--- src/rtl/psz_pkg.sv ---
package psz_pkg;
  typedef enum logic [1:0] {
    ST_IDLE   = 2'd0,
    ST_CLASS  = 2'd1,
    ST_SEARCH = 2'd2
  } psz_state_e;

  localparam logic [1:0] MODE_ELEM  = 2'd0;
  localparam logic [1:0] MODE_FRAME = 2'd1;
  localparam logic [1:0] MODE_PKT   = 2'd2;
  localparam logic [1:0] MODE_NONE  = 2'd3;

  localparam logic [1:0] FMT_W16 = 2'd0;
  localparam logic [1:0] FMT_W32 = 2'd1;
endpackage

--- src/rtl/psz_word_count.sv ---
module psz_word_count
  import psz_pkg::*;
#(
  parameter int unsigned WORD_W = 16
) (
  input  logic [WORD_W:0]   bytes_i,
  input  logic [1:0]        fmt_i,
  output logic [WORD_W-1:0] words_o,
  output logic              fmt_ok_o
);
  logic [WORD_W:0] shifted;
  logic            unused_msb;

  always_comb begin
    case (fmt_i)
      FMT_W16: shifted = bytes_i >> 1;
      FMT_W32: shifted = bytes_i >> 2;
      default: shifted = '0;
    endcase
  end

  assign words_o    = shifted[WORD_W-1:0];
  assign unused_msb = shifted[WORD_W];
  assign fmt_ok_o   = (fmt_i == FMT_W16) || (fmt_i == FMT_W32);
endmodule

--- src/rtl/psz_restoring_div.sv ---
module psz_restoring_div #(
  parameter int unsigned W = 16
) (
  input  logic [W-1:0] dividend_i,
  input  logic [W-1:0] divisor_i,
  output logic [W-1:0] quot_o,
  output logic [W-1:0] rem_o
);
  logic [W-1:0] part [0:W];

  assign part[0] = '0;

  for (genvar i = 0; i < W; i++) begin : g_stage
    logic [W:0] trial;
    logic       ge;
    assign trial = {part[i], dividend_i[W-1-i]};
    assign ge    = trial >= {1'b0, divisor_i};
    assign part[i+1]     = ge ? W'(trial - {1'b0, divisor_i}) : trial[W-1:0];
    assign quot_o[W-1-i] = ge;
  end

  assign rem_o = part[W];
endmodule

--- src/rtl/dma_pkt_split.sv ---
module dma_pkt_split
  import psz_pkg::*;
#(
  parameter int unsigned WORD_W = 16
) (
  input  logic              clk_i,
  input  logic              rst_ni,
  input  logic              start_i,
  input  logic [1:0]        fmt_i,
  input  logic              thr_mode_i,
  input  logic [WORD_W:0]   period_bytes_i,
  input  logic [WORD_W-1:0] max_thr_i,
  output logic              busy_o,
  output logic              done_o,
  output logic              err_o,
  output logic [1:0]        mode_o,
  output logic [WORD_W-1:0] pkt_size_o,
  output logic [WORD_W-1:0] thr_o
);
  localparam logic [WORD_W-1:0] ONE = WORD_W'(1);

  psz_state_e state_q, state_d;

  logic [WORD_W-1:0] words_in, words_q, max_q, cand_q, cand_d;
  logic              fmt_ok_in, fmt_ok_q, thr_en_q;
  logic [WORD_W-1:0] dvsr, quot, rem;

  logic              fin, fin_err;
  logic [1:0]        fin_mode;
  logic [WORD_W-1:0] fin_pkt, fin_thr;

  logic              done_q, err_q;
  logic [1:0]        mode_q;
  logic [WORD_W-1:0] pkt_q, thr_q;

  psz_word_count #(.WORD_W(WORD_W)) i_word_count (
    .bytes_i  (period_bytes_i),
    .fmt_i    (fmt_i),
    .words_o  (words_in),
    .fmt_ok_o (fmt_ok_in)
  );

  // one shared divider: threshold during classification, candidate during search
  assign dvsr = (state_q == ST_CLASS) ? max_q : cand_q;

  psz_restoring_div #(.W(WORD_W)) i_div (
    .dividend_i (words_q),
    .divisor_i  (dvsr),
    .quot_o     (quot),
    .rem_o      (rem)
  );

  always_comb begin
    state_d  = state_q;
    cand_d   = cand_q;
    fin      = 1'b0;
    fin_err  = 1'b0;
    fin_mode = MODE_NONE;
    fin_pkt  = '0;
    fin_thr  = '0;
    case (state_q)
      ST_IDLE: if (start_i) state_d = ST_CLASS;
      ST_CLASS: begin
        if (!fmt_ok_q) begin
          fin = 1'b1; fin_err = 1'b1;
        end else if (!thr_en_q) begin
          fin = 1'b1; fin_mode = MODE_ELEM; fin_thr = ONE;
        end else if (words_q <= max_q) begin
          fin = 1'b1; fin_mode = MODE_FRAME; fin_thr = words_q;
        end else if (max_q == '0) begin
          fin = 1'b1; fin_err = 1'b1;
        end else begin
          state_d = ST_SEARCH;
          cand_d  = quot + WORD_W'(rem != '0);
        end
      end
      ST_SEARCH: begin
        if (cand_q >= words_q) begin
          fin = 1'b1; fin_err = 1'b1;
        end else if (rem == '0) begin
          fin = 1'b1; fin_mode = MODE_PKT; fin_pkt = quot; fin_thr = quot;
        end else begin
          cand_d = cand_q + ONE;
        end
      end
      default: state_d = ST_IDLE;
    endcase
    if (fin) state_d = ST_IDLE;
  end

  always_ff @(posedge clk_i or negedge rst_ni) begin
    if (!rst_ni) begin
      state_q  <= ST_IDLE;
      words_q  <= '0;
      max_q    <= '0;
      fmt_ok_q <= 1'b0;
      thr_en_q <= 1'b0;
      cand_q   <= '0;
      done_q   <= 1'b0;
      err_q    <= 1'b0;
      mode_q   <= MODE_ELEM;
      pkt_q    <= '0;
      thr_q    <= '0;
    end else begin
      state_q <= state_d;
      cand_q  <= cand_d;
      done_q  <= fin;
      if (state_q == ST_IDLE && start_i) begin
        words_q  <= words_in;
        max_q    <= max_thr_i;
        fmt_ok_q <= fmt_ok_in;
        thr_en_q <= thr_mode_i;
      end
      if (fin) begin
        err_q  <= fin_err;
        mode_q <= fin_mode;
        pkt_q  <= fin_pkt;
        thr_q  <= fin_thr;
      end
    end
  end

  assign busy_o     = (state_q != ST_IDLE);
  assign done_o     = done_q;
  assign err_o      = err_q;
  assign mode_o     = mode_q;
  assign pkt_size_o = pkt_q;
  assign thr_o      = thr_q;

  a_r1_hold_request: assert property (@(posedge clk_i) disable iff (!rst_ni)
    busy_o |=> $stable(words_q) && $stable(max_q) && $stable(thr_en_q) && $stable(fmt_ok_q));

  a_r5_one_step: assert property (@(posedge clk_i) disable iff (!rst_ni)
    (state_q == ST_SEARCH) |=> (state_q != ST_SEARCH) || (cand_q == $past(cand_q) + ONE));

  a_r6_pkt_fits: assert property (@(posedge clk_i) disable iff (!rst_ni)
    (done_o && mode_o == MODE_PKT) |-> (pkt_size_o != '0) && (pkt_size_o <= max_q) && (thr_o == pkt_size_o));

  a_r4_frame_fits: assert property (@(posedge clk_i) disable iff (!rst_ni)
    (done_o && mode_o == MODE_FRAME) |-> (thr_o <= max_q) && (pkt_size_o == '0));

  a_r7_err_clean: assert property (@(posedge clk_i) disable iff (!rst_ni)
    (done_o && err_o) |-> (mode_o == MODE_NONE) && (pkt_size_o == '0) && (thr_o == '0));

  a_r9_done_pulse: assert property (@(posedge clk_i) disable iff (!rst_ni)
    done_o |=> !done_o);

  a_r9_no_overlap: assert property (@(posedge clk_i) disable iff (!rst_ni)
    !(done_o && busy_o));

  a_r10_result_hold: assert property (@(posedge clk_i) disable iff (!rst_ni)
    !done_o |-> $stable(mode_o) && $stable(pkt_size_o) && $stable(thr_o) && $stable(err_o));
endmodule

--- config.mk ---
export PLATFORM = sky130hd
export DESIGN_NAME = dma_pkt_split
export DESIGN_NICKNAME = d
export VERILOG_FILES = /design/src/rtl/psz_pkg.sv /design/src/rtl/psz_word_count.sv /design/src/rtl/psz_restoring_div.sv /design/src/rtl/dma_pkt_split.sv
export SDC_FILE = /design/constraint.sdc
export NUM_CORES = 1
export LEC_CHECK = 0
export BUFFER_PORTS_ARGS = -buffer_cell sky130_fd_sc_hd__buf_2
export CAP_MARGIN = 20
export CORE_MARGIN = 4
export CORE_UTILIZATION = 45
export CTS_CLUSTER_SIZE = 24
export DETAILED_ROUTE_END_ITERATION = 10
export PLACE_DENSITY_LB_ADDON = 0.2
export SLEW_MARGIN = 25
export SYNTH_ARGS = -nofsm -noshare
export SYNTH_HDL_FRONTEND = slang
export SYNTH_SLANG_ARGS = --single-unit
--- constraint.sdc ---
create_clock -name clk_i -period 62.7 [get_ports clk_i]
set_clock_uncertainty 0.15 [all_clocks]
set_input_delay 12.54 -clock clk_i [delete_from_list [all_inputs] [get_ports clk_i]]
set_output_delay 12.54 -clock clk_i [all_outputs]
set_load 0.05 [all_outputs]
==> reports/qor.txt <==
========================================================================================================
Proportion of register bits with asynchronous set or reset after synthesis ................         1.00
Area Growth Syn to Fin ....................................................................        8.07%
Number of DRC violations after detailed routing ...........................................            0
Most used DFF post-synth .................................................................. sky130_fd_sc_hd__dfrtp_1
Type of element launching the critical path ...............................................    flip-flop
Global-route wire length before repair ....................................................   106,000 µm
CP Max Fanout .............................................................................           25
Worst path required time ..................................................................     62.87 ns
Die width .................................................................................       217 µm
First-pass detailed-route iteration total .................................................            6
Longest individual stage delay on the worst path ..........................................      0.68 ns
Share of the clock period used by the worst path ..........................................        0.928
Estimated wirelength of the detail-placed design ..........................................    53,200 µm
Count of hold buffers inserted by post-cts repair .........................................            0
TritonCTS clock tree ......................................................................          yes
Path type of the worst min-delay path ..................................................... flip-flop to flip-flop
CTS Sinks .................................................................................           88
Top Ports .................................................................................           76
Placed insts ..............................................................................        3,233
Yosys warning total .......................................................................            0
Floorplan row count .......................................................................           76
Max-slew violations .......................................................................            0
Run status ................................................................................ complete, no violations
Proportion of layout cells with a drive suffix above 1 ....................................        0.122
Library cells used by synthesis ...........................................................           97
Die footprint .............................................................................   47,200 µm²
Avg WL per Cell ...........................................................................      21.0 µm
Sequential fraction of the synthesis area .................................................        0.112
Crit path capture type ....................................................................    flip-flop
Total CTS buffers .........................................................................            9
Slowest stage cell on the critical path ................................................... sky130_fd_sc_hd__a2111oi_0
Final net count ...........................................................................        2,997
Headroom to the max-slew limit ............................................................        0.282
Synthesized instance count ................................................................        2,606
Post-CTS clock slew at the launch and capture registers of the worst setup and hold paths .      0.09 ns
Initial antenna violation count ...........................................................            1
Global router's overall resource usage ....................................................        0.278
Area of placed instances ..................................................................   20,800 µm²
Weighted congestion at the end of routability-driven global placement .....................        0.981
Inserted Diodes ...........................................................................            0
Post-Synthesis Net Count ..................................................................        2,942
Basic-gate share of the synthesized area counting and, or, nand and nor cells .............        0.204
Maximum clock frequency ...................................................................     17.2 MHz
Avg Cell Area, Syn ........................................................................     7.57 µm²
Combinational family with the most area after synthesis ................................... compound AO/OA/AOI/OAI gates
Largest net degree at the start of global routing .........................................           77
Design area ...............................................................................   21,300 µm²
Antenna-violating nets left ...............................................................            0
Total of flip-flops plus latches after synthesis ..........................................           88
Adder-cell area share of the yosys netlist ................................................        0.194
Vias in the first global route ............................................................       19,397
Post-synthesis xor/xnor area fraction .....................................................       0.0755
Maximum number of buffers from clock root to sink .........................................            2
Post-synth design cell area ...............................................................   19,700 µm²
Initial core utilization ..................................................................        0.457
Classification of the worst setup path .................................................... flip-flop to flip-flop
Number of flops mapped to enable cells by yosys ...........................................            0
Final cell count without fillers ..........................................................        3,251
Least-Margin Pin Slew .....................................................................      1.06 ns
Avg Vias per Cell .........................................................................         6.18
Compound-cell area share of the yosys netlist .............................................        0.261
Count of input and output buffers .........................................................           74
Share of cell area taken by muxes after synthesis .........................................       0.0963
Routed via count ..........................................................................       20,084
Critical path arrival .....................................................................     58.37 ns
Final setup TNS ...........................................................................         0 ns
Die height ................................................................................       217 µm
Routed Wire Length ........................................................................    68,200 µm
Crit-path most repeated cell .............................................................. sky130_fd_sc_hd__o21ai_0
Clock root buffer master .................................................................. sky130_fd_sc_hd__clkbuf_16
Area of the core ..........................................................................   43,200 µm²
Total of max-cap violations ...............................................................            0
Number of H-tree levels ...................................................................            3
Count of endpoints failing hold in the final timing report ................................            0
Fin crit period ...........................................................................     58.19 ns
Final number of setup-violating endpoints .................................................            0
GRT overflow ..............................................................................            0
Clock latency at the later pin of the worst-skew pair .....................................      0.39 ns
Starting DRT DRC Count ....................................................................        1,750
========================================================================================================
[synth_stat cells (11+ instances only)]
master | n | area [µm²]
sky130_fd_sc_hd__a21oi_1 | 168 | 841
sky130_fd_sc_hd__o22ai_1 | 29 | 181
sky130_fd_sc_hd__xor2_1 | 60 | 526
sky130_fd_sc_hd__o31a_1 | 12 | 105
sky130_fd_sc_hd__o21bai_1 | 18 | 135
sky130_fd_sc_hd__a21o_1 | 68 | 510
sky130_fd_sc_hd__o211ai_1 | 12 | 90.1
sky130_fd_sc_hd__nand2b_1 | 38 | 238
sky130_fd_sc_hd__nor3_1 | 51 | 255
sky130_fd_sc_hd__dfrtp_1 | 88 | 2200
sky130_fd_sc_hd__nor2_1 | 212 | 796
sky130_fd_sc_hd__and2_1 | 16 | 100
sky130_fd_sc_hd__mux2_2 | 108 | 1220
sky130_fd_sc_hd__fa_1 | 15 | 300
sky130_fd_sc_hd__mux2i_1 | 61 | 611
sky130_fd_sc_hd__o221ai_1 | 26 | 228
sky130_fd_sc_hd__o21a_1 | 32 | 240
sky130_fd_sc_hd__nor4_1 | 21 | 131
sky130_fd_sc_hd__xnor2_1 | 110 | 963
sky130_fd_sc_hd__a211oi_1 | 32 | 240
sky130_fd_sc_hd__nand2_1 | 245 | 920
sky130_fd_sc_hd__nand3_1 | 43 | 215
sky130_fd_sc_hd__o31ai_1 | 15 | 113
sky130_fd_sc_hd__inv_1 | 212 | 796
sky130_fd_sc_hd__ha_1 | 282 | 3530
sky130_fd_sc_hd__or4_1 | 11 | 82.6
sky130_fd_sc_hd__or2_2 | 14 | 87.6
sky130_fd_sc_hd__nor2b_1 | 47 | 294
sky130_fd_sc_hd__nand4_1 | 56 | 350
sky130_fd_sc_hd__o21ai_0 | 186 | 931
sky130_fd_sc_hd__or3_1 | 20 | 125
sky130_fd_sc_hd__a31oi_1 | 21 | 131
sky130_fd_sc_hd__a21boi_0 | 32 | 240
sky130_fd_sc_hd__and3_1 | 14 | 87.6
sky130_fd_sc_hd__clkbuf_1 | 39 | 146
[layout make-up]
cell class | instances | area (µm²)
well taps | 585 | 732
clock buffers | 9 | 225
clock inverters | 7 | 72.6
inverters | 214 | 806
flip-flops and latches | 88 | 2200
multi-input cells | 2237 | 16600
fillers | 4340 | 21900
repair buffers | 111 | 654
[critical path: cells and delay by family, from the launching register on]
kind                       cells  cell delay [ns]
muxes                         10             3.58
adders and majority gates     19             5.40
DFF                            1             0.41
AOI/OAI and AO/OA            146            33.54
buffers and inverters         21             3.29
and+or+nand+nor               52            11.38
xor gates and xnor gates       1             0.25
[worst paths after layout]
path | start | to | slack, ns | cells after the start
max | state_q[1]$_DFFE_PN0P_ | cand_q[9]$_DFFE_PN0P_ | 4.51 | 249
min | pkt_size_o[0]$_DFFE_PN0P_ | pkt_size_o[0]$_DFFE_PN0P_ | 0.36 | 1
max reg2reg | state_q[1]$_DFFE_PN0P_ | cand_q[9]$_DFFE_PN0P_ | 4.51 | 249
min reg2reg | pkt_size_o[0]$_DFFE_PN0P_ | pkt_size_o[0]$_DFFE_PN0P_ | 0.36 | 1
max in group asynchronous | rst_ni | pkt_size_o[6]$_DFFE_PN0P_ | 49.55 | 2
min in group asynchronous | rst_ni | pkt_size_o[15]$_DFFE_PN0P_ | 11.84 | 1
[logic make-up after synthesis]
group           count (synthesis)
fa+ha+maj                     297
buf+inv                       281
compound gates                769
flops                          88
mux                           174
simple gates                  827
xor+xnor                      170
[metrics by stage]
stage                     setup WS (ns)  hold WS [ns]   util
final                              4.51         0.361  0.494
after detailed placement           1.54         0.346  0.483
after global placement             2.33         0.339  0.483
after CTS                          1.07         0.364  0.490
after floorplan                    9.89         0.339      -
after global routing            -0.0335         0.399  0.494
[flip-flops by register name, summed over array words and instances (netlist names)]
| name | flops |
|---|---|
| thr_en_q | 1 |
| thr_o | 16 |
| state_q | 2 |
| max_q | 16 |
| mode_o | 2 |
| err_o | 1 |
| words_q | 16 |
| fmt_ok_q | 1 |
| done_o | 1 |
| cand_q | 16 |
| pkt_size_o | 16 |
[cells in the final DEF (no fill, tap or decap), drive strengths merged, types with 43 or more instances in the layout]
cell	netlist	layout
dfrtp	88	88
xnor2	110	110
a21oi	169	169
mux2i	63	63
inv	214	218
nor2b	47	47
nor2	213	213
nand3	43	43
nor3	52	52
a21o	68	68
nand2	245	245
xor2	60	60
o21ai	190	190
ha	282	282
nand4	56	56
mux2	111	111
buf	28	111
[routing by layer]
layer / track usage / wire [µm] / vias up
li1: - / - / 9736
met1: 0.366 / 30000 / 9530
met2: 0.467 / 31400 / 677
met3: 0.0341 / 4050 / 141
met4: 0.105 / 2710 / 0
met5: 0 / 0 / -
[what timing repair did]
action / CTS / global route
buffers inserted: 0 / 2
setup endpoints to repair: 0 / 54
resized for setup: 0 / 34
Power is left out: the tool's default activity adds up to more than one toggle a clock period on the data nets, which glitch-free logic cannot reach.
